$ cat src/rtl/adc_seq.sv
module adc_seq #(
  parameter int PW = 3,
  parameter int SLW = 6,
  parameter int OFF_SAMP = 4,
  parameter int COMP_CYC = 1
) (
  input  logic           clk,
  input  logic           rst_n,
  input  logic           start_req,
  input  logic           free_run,
  input  logic [PW-1:0]  prescale,
  input  logic [1:0]     res_sel,
  input  logic [SLW-1:0] samp_len,
  input  logic           offcomp,
  input  logic           cmp_in,
  output logic           samp_en,
  output logic           comp_en,
  output logic           bit_stb,
  output logic           ready,
  output logic [11:0]    result
);
  localparam int CW = 1 << PW;
  localparam int KW = SLW + 4;

  typedef enum logic [1:0] {IDLE, SAMP, COMP, DATA} st_t;

  st_t           st;
  logic          s1, s2, s3;
  logic [CW-1:0] pcnt, lim;
  logic [KW-1:0] ccnt, samp_last, last;
  logic [3:0]    bit_last;
  logic          comp_q;
  logic [10:0]   acc;
  logic          rise, tick, done, go;
  logic [PW:0]   shamt;
  logic [CW:0]   pw1;

  assign rise  = s2 & ~s3;
  assign tick  = (st != IDLE) && (pcnt == lim);
  assign done  = (st == DATA) && tick && (ccnt == last);
  assign go    = ((st == IDLE) && rise) || (done && free_run);
  assign shamt = {1'b0, prescale} + (PW+1)'(1);
  assign pw1   = (CW+1)'(1) << shamt;

  always_comb begin
    case (st)
      SAMP:    last = samp_last;
      COMP:    last = KW'(COMP_CYC - 1);
      default: last = KW'(bit_last);
    endcase
  end

  assign samp_en = (st == SAMP);
  assign comp_en = (st == COMP);
  assign bit_stb = (st == DATA) && tick;

  always_ff @(posedge clk or negedge rst_n) begin
    if (!rst_n) begin
      s1 <= 1'b0; s2 <= 1'b0; s3 <= 1'b0;
      st <= IDLE; pcnt <= '0; ccnt <= '0; lim <= '0;
      samp_last <= '0; bit_last <= '0; comp_q <= 1'b0;
      acc <= '0; result <= '0; ready <= 1'b0;
    end else begin
      s1 <= start_req; s2 <= s1; s3 <= s2;
      ready <= 1'b0;
      if (st != IDLE) begin
        pcnt <= tick ? '0 : pcnt + CW'(1);
        if (tick) begin
          if (ccnt == last) begin
            ccnt <= '0;
            case (st)
              SAMP:    st <= comp_q ? COMP : DATA;
              COMP:    st <= DATA;
              default: st <= IDLE;
            endcase
          end else begin
            ccnt <= ccnt + KW'(1);
          end
          if (st == DATA) acc <= {acc[9:0], cmp_in};
        end
        if (done) begin
          result <= {acc, cmp_in};
          ready  <= 1'b1;
        end
      end
      if (go) begin
        st        <= SAMP;
        pcnt      <= '0;
        ccnt      <= '0;
        acc       <= '0;
        lim       <= CW'(pw1 - (CW+1)'(1));
        comp_q    <= offcomp;
        samp_last <= offcomp ? KW'(OFF_SAMP - 1) : KW'(samp_len);
        case (res_sel)
          2'd1:    bit_last <= 4'd9;
          2'd2:    bit_last <= 4'd7;
          default: bit_last <= 4'd11;
        endcase
      end
    end
  end
endmodule


$ cat config.mk
export PLATFORM = sky130hd
export DESIGN_NAME = adc_seq
export DESIGN_NICKNAME = d
export VERILOG_FILES = /design/src/rtl/adc_seq.sv
export SDC_FILE = /design/constraint.sdc
export NUM_CORES = 1
export LEC_CHECK = 0
export BUFFER_PORTS_ARGS = -buffer_cell sky130_fd_sc_hd__buf_2
export CORE_ASPECT_RATIO = 0.8
export CORE_UTILIZATION = 23
export CTS_BUF_LIST = sky130_fd_sc_hd__clkbuf_16
export DETAILED_ROUTE_END_ITERATION = 6
export HOLD_SLACK_MARGIN = 0.15
export PLACE_DENSITY = 0.42
export SETUP_SLACK_MARGIN = 0.4
export SLEW_MARGIN = 5
export SYNTH_ARGS = -nofsm -noshare
export SYNTH_HDL_FRONTEND = slang
export SYNTH_SLANG_ARGS = --single-unit
$ cat constraint.sdc
create_clock -name clk -period 3.56 [get_ports clk]
set_input_delay 0.356 -clock clk [delete_from_list [all_inputs] [get_ports clk]]
set_output_delay 0.356 -clock clk [all_outputs]
set_load 0.03 [all_outputs]
**Word level (Yosys, flattened, before mapping)**

Cells that the tools add are included.

- Input port bits: 17
- Word-level logic and storage cells: 65
- Flip-flop bits (word level): 70
- Output and inout bits: 16

- Bitwise logic cells: 2
- Reduce and logical (&&, ||, !) cells: 16
- $add $sub $neg: 4
- Equality and inequality tests: 7
- Shift-type cells: 1
- Muxes and demuxes: 22

Operator list:

| cell | count |
|---|---|
| $mux 11 | 4 |
| $mux 10 | 4 |
| $mux 8 | 3 |
| $pmux 10 s2 | 1 |
| $add 10x1->10 const B | 1 |
| $eq 10x10->1 | 1 |
| $reduce_bool 2->1 | 5 |
| $add 8x1->8 const B | 1 |
| $eq 8x8->1 | 1 |
| $mux 2 | 4 |
| $pmux 4 s2 | 1 |
| $shl 1x4->8 const A | 1 |
| $sub 8x1->8 const B | 1 |
| $eq 2x2->1 const B | 3 |
| $mux 6 | 1 |
| $reduce_and 3->1 | 2 |
| $logic_and 1x1->1 | 5 |
| $add 3x1->4 const B | 1 |
| $eq 2x1->1 const B | 2 |
| $pmux 2 s2 | 1 |
| $reduce_and 2->1 | 2 |
| $mux 1 | 3 |
| $logic_not 2->1 | 1 |
| $and 1x1->1 | 1 |
| other kinds (2) | 2 |

**Logic depth before layout (Yosys ltp)**

- Depth after elaboration: 8
- Mapped depth: 11
- Depth with buffers taken out: 8

**Worst setup path before layout**

OpenSTA, ideal clock, no wires.

- Path type: register -> register
- Start point: register st[1]
- End point: register result[11]
- Setup time: 0.125 ns
- Period minus slack after synthesis: 3.043 ns
- Slack: 0.517 ns
- Path buffers: 1
- Arrival: 2.918 ns
- Stages on the path, launching flop included: 10
- Cell sequence: dfrtp_1 -> inv_1 -> ha_1 -> nand3_1 -> and3_1 -> or4_4 -> or3_4 -> nor2_1 -> buf_4 -> mux2_2

- Cells in the longest elaborated chain, start to end: 5

Ends and longest elaborated chain:

| item | line | RTL |
|---|---|---|
| from (decl) | 27 | `st_t st;` |
| from (signal assigned) | 72 | `SAMP: st <= comp_q ? COMP : DATA;` |
| $eq 2x1->1 | n/a |  |
| via samp_en | 16 | `output logic samp_en,` |
| $pmux 10 s2 | 46 | `case (st)` |
| $eq 10x10->1 | 40 | `assign done = (st == DATA) && tick && (ccnt == last);` |
| $logic_and 1x1->1 | 40 |  |
| $reduce_and 2->1 (no source line) | n/a |  |
| to (signal assigned) | 82 | `result <= {acc, cmp_in};` |
| to (decl) | 20 | `output logic [11:0] result` |

The timed path passes the listed nets, and every way through them passes these cells.
A chain may end at the register's enable or synchronous reset.

**Final worst setup path**

- Start point: register st[0]
- End point: register bit_last[1]

- Cells in the longest elaborated chain, start to end: 6

Ends and longest elaborated chain:

| item | line | RTL |
|---|---|---|
| $eq 2x2->1 (tied with other cells) | 46 |  |
| $pmux 10 s2 / $logic_and 1x1->1 (equally long branches) | 46, 39 |  |
| $eq 10x10->1 / $logic_and 1x1->1 (equally long branches) | 40 |  |
| $logic_and 1x1->1 | 40 |  |
| $logic_and 1x1->1 | 41 | `assign go = ((st == IDLE) && rise) \|\| (done && free_run);` |
| $logic_or 1x1->1 (*) | 41 |  |
| to (signal assigned) | 61 | `samp_last <= '0; bit_last <= '0; comp_q <= 1'b0;` |
| to (signal assigned) | 95 | `2'd1: bit_last <= 4'd9;` |
| to (signal assigned) | 96 | `2'd2: bit_last <= 4'd7;` |
| to (decl) | 31 | `logic [3:0] bit_last;` |

Mark *: on every way between the ends. The rest lies on a longest branch, timed or not.

==> results by group <==
Outcome
  – Outcome: finished clean

Power
  – Pwr Density: 713 nW/µm²
  – Power Internal: 1.86 mW
  – LEAKAGE: about 1.9 nW
  – Clk pwr share: 31.2%
  – Net switching power: roughly 940 µW
  – Net Sw Frac: between 30% and 40%
  – Seq pwr share: 38.0%
  – Worst VDD drop: 0.000305 V
  – Logic pwr share: 30.8%

Global route
  – First-pass GRT wire length: 11,300 µm
  – Gr usage total: 10.1%
  – Initial antenna violation count: 0
  – Largest net degree at the start of global routing: 45
  – Grt total ovfl: 0
  – Number of global-route vias before repair: 2,300

Logic synthesis
  – Flops & latches, synth: 66
  – Yosys warns: 0
  – Mapped cell area: 3190 µm²
  – Top-count cell post-synth: dfrtp_1
  – Most common library cells after synthesis: 66 x dfrtp_1, 23 x nor2_1, 20 x mux2i_1, 17 x nand2_1
  – Largest area contributor in the netlist: dfrtp_1
  – Syn nets: 310
  – Primary FF master, synth: dfrtp_1
  – Synth unique cells: 42
  – Synth Area per Inst: 11.1 µm²
  – Post-synth EDFFs: 0
  – Register area share after synthesis: 51.8%
  – Yosys top cell area share: 51.8%
  – Cell count after synthesis: 286
  – Synth top area cells: dfrtp_1 52%, mux2i_1 6.3%, mux2_2 4.9%, mux2_1 2.8%, ha_1 2.7%
  – FFs w/ async S/R, synth: between 90% and 100%

Floorplanning
  – # IOs: 33
  – Row Count: 38
  – Die Y: 107 µm
  – Die Width: 134 µm
  – Initial Utilization: 23.5%
  – Total Die Area: roughly 14,000 µm²
  – Core Area: 13,600 µm²

Drt
  – Routed vias: around 2,200
  – Antenna-violating nets left: 0
  – Pre-antenna DRT Iters: 5
  – Initial DRC count: 83
  – Wire per inst: roughly 13 µm
  – Vias per cell: 4.29
  – Final wirelength: roughly 6600 µm
  – # DRC: 0

Placement
  – DP HPWL: about 4500 µm
  – I/O Buffers: 32
  – Cells after DPL: ~490
  – GPL Wtd Cong: 0.725
  – Pre-CTS WS: 366 ps

Clock tree
  – CTS root buffer: clkbuf_16
  – Skew-Pair Late Insertion Delay: about 330 ps
  – CTS clk-pin slew, worst paths: 50 ps
  – Cts bufs inserted: 9
  – H-tree levels: 3
  – Sink Count: 66
  – CTS tree: yes
  – Clock tree buffer depth: 2

STA
  – Hold slack: 207 ps
  – Final setup TNS: 0 ps
  – RSZ-0062 raised after global routing: no
  – Worst-margin pin slew: 1020 ps
  – Worst slew margin relative to its limit: 32.0%
  – Period minus WS final: between 2000 and 3000 ps
  – Setup violations, final: 0
  – F_max: about 330 MHz
  – Setup WS post-layout: about 570 ps
  – Final Max Slew Viols: 0
  – Final period utilization: 84.0%
  – Clk_skew: 7.89 ps
  – Endpoints failing hold: 0

Critical path
  – Crit Path Category: register to register
  – WP data required: 3770 ps
  – Crit Path Max Fanout: 15
  – Critical Path AT: between 3000 and 4000 ps
  – Max stage delay on crit path: 520 ps
  – Slowest cell on crit path: or4_4
  – CP Capture Type: register
  – Critical Path Source Type: register
  – Crit-path cells: inv_1 -> ha_4 -> nand3_1 -> and3_1 -> or4_4 -> or3_4 -> o31ai_4 -> buf_12 -> mux2_2

Flow run
  – Max-cap violation count: 0

Finish
  – P&R area growth vs syn: 23.2%
  – Share of cells above drive strength 1: around 24%
  – Fin nets: 352
  – Antenna cells: 0
  – Number of cells in the finished layout apart from fillers: approximately 510
  – Fillers: 1,422

Worst hold path
  – Hold WC Path Type: primary input to asynchronous set/reset pin
## worst max-delay path, delay by kind of cell (launching register included)
family / cells / cell delay, ps
buf+inv: 2 / 320
simple gates: 4 / 1250
fa+ha+maj: 1 / 330
mux: 1 / 340
flops: 1 / 380
compound gates: 1 / 240
## per-stage QoR
step / util, % / total power, mW / instance area [µm²]
3_3_place_gp: 26.4 / 1.90 / 3570
4_1_cts: 28.6 / 2.81 / 3880
6_report: 29.0 / 2.80 / 3930
3_5_place_dp: 26.4 / 1.91 / 3570
2_1_floorplan: - / 1.69 / 3190
5_1_grt: 29.0 / 3.00 / 3930
## path summary, 6_finish.rpt
path / startpoint / endpoint / slack [ps] / depth (start not counted)
setup / recovery: st[0] / bit_last[1] / 570 / 9
hold / removal: rst_n / samp_last[2] / 210 / 1
setup reg to reg: st[0] / bit_last[1] / 570 / 9
hold reg to reg: s1 / s2 / 370 / 0
max in group asynchronous: rst_n / s3 / 2470 / 2
min in group clk: cmp_in / result[0] / 270 / 2
## logic make-up after synthesis
logic type | after synthesis | share of synthesized area [%]
AOI/OAI and AO/OA | 41 | 8.91
xor gates and xnor gates | 14 | 3.85
adders and majority gates | 7 | 2.75
buffers and inverters | 23 | 3.41
DFF | 66 | 51.8
muxes | 42 | 14.1
other | 1 | 0.118
and+or+nand+nor | 92 | 15.1
## flip-flops by register name, indices dropped and copies added (netlist names), 2 cells and up
name and cells:
ccnt 10, acc 11, result 12, st 2, samp_last 6, pcnt 8
bit_last 4, lim 8
## power by group through the flow
stage / Sequential (mW) / Clock [mW] / Combinational (mW)
6_report: 1.06 / 0.873 / 0.863
5_1_grt: 1.09 / 0.933 / 0.974
4_1_cts: 1.07 / 0.900 / 0.841
3_5_place_dp: 1.08 / 0 / 0.828
3_3_place_gp: 1.08 / 0 / 0.816
2_1_floorplan: 1.03 / 0 / 0.669
## layout by cell type, fill, tap and decap left out, drive strengths merged, types with 4 or more instances in the layout
cell	synthesis	layout
a22o	4	4
xor2	4	4
buf	6	38
o22ai	7	7
dfrtp	66	66
mux2	22	22
nor2	23	23
nand3	8	8
ha	7	7
o21ai	9	9
xnor2	10	10
nor2b	11	11
and3	11	11
a21oi	6	6
clkbuf	3	10
mux2i	20	20
a31oi	4	4
inv	14	16
nand2	17	17
## area by class of cell
cell class / instances / area [µm²] / area share [%]
Sequential cell: 66 / 1650 / 42.1
Multi-Input combinational cell: 197 / 1450 / 36.9
Inverter: 14 / 52.6 / 1.34
Clock buffer: 9 / 225 / 5.74
Clock inverter: 7 / 70.1 / 1.78
Tap cell: 180 / 225 / 5.74
Timing Repair Buffer: 40 / 253 / 6.44
## what timing repair did
action | 4_1_cts | 5_1_grt
endpoints found under the setup margin | 9 | 9
resized for setup | 1 | 2
setup buffers | 0 | 1
endpoints found under the hold margin | 1 | 0
pin swaps | 0 | 1
hold buffers | 1 | 0
cloned | 0 | 1
## per-layer routing
| layer | vias up | global-route usage (%) | wire length (µm) |
|---|---|---|---|
| met5 | - | 0 | 0 |
| met4 | 0 | 3.65 | 99 |
| met3 | 9 | 3.48 | 243 |
| met2 | 24 | 16.1 | 2940 |
| met1 | 1076 | 12.8 | 3280 |
| li1 | 1092 | - | - |
Note: power is estimated with default switching activity, not from simulation.
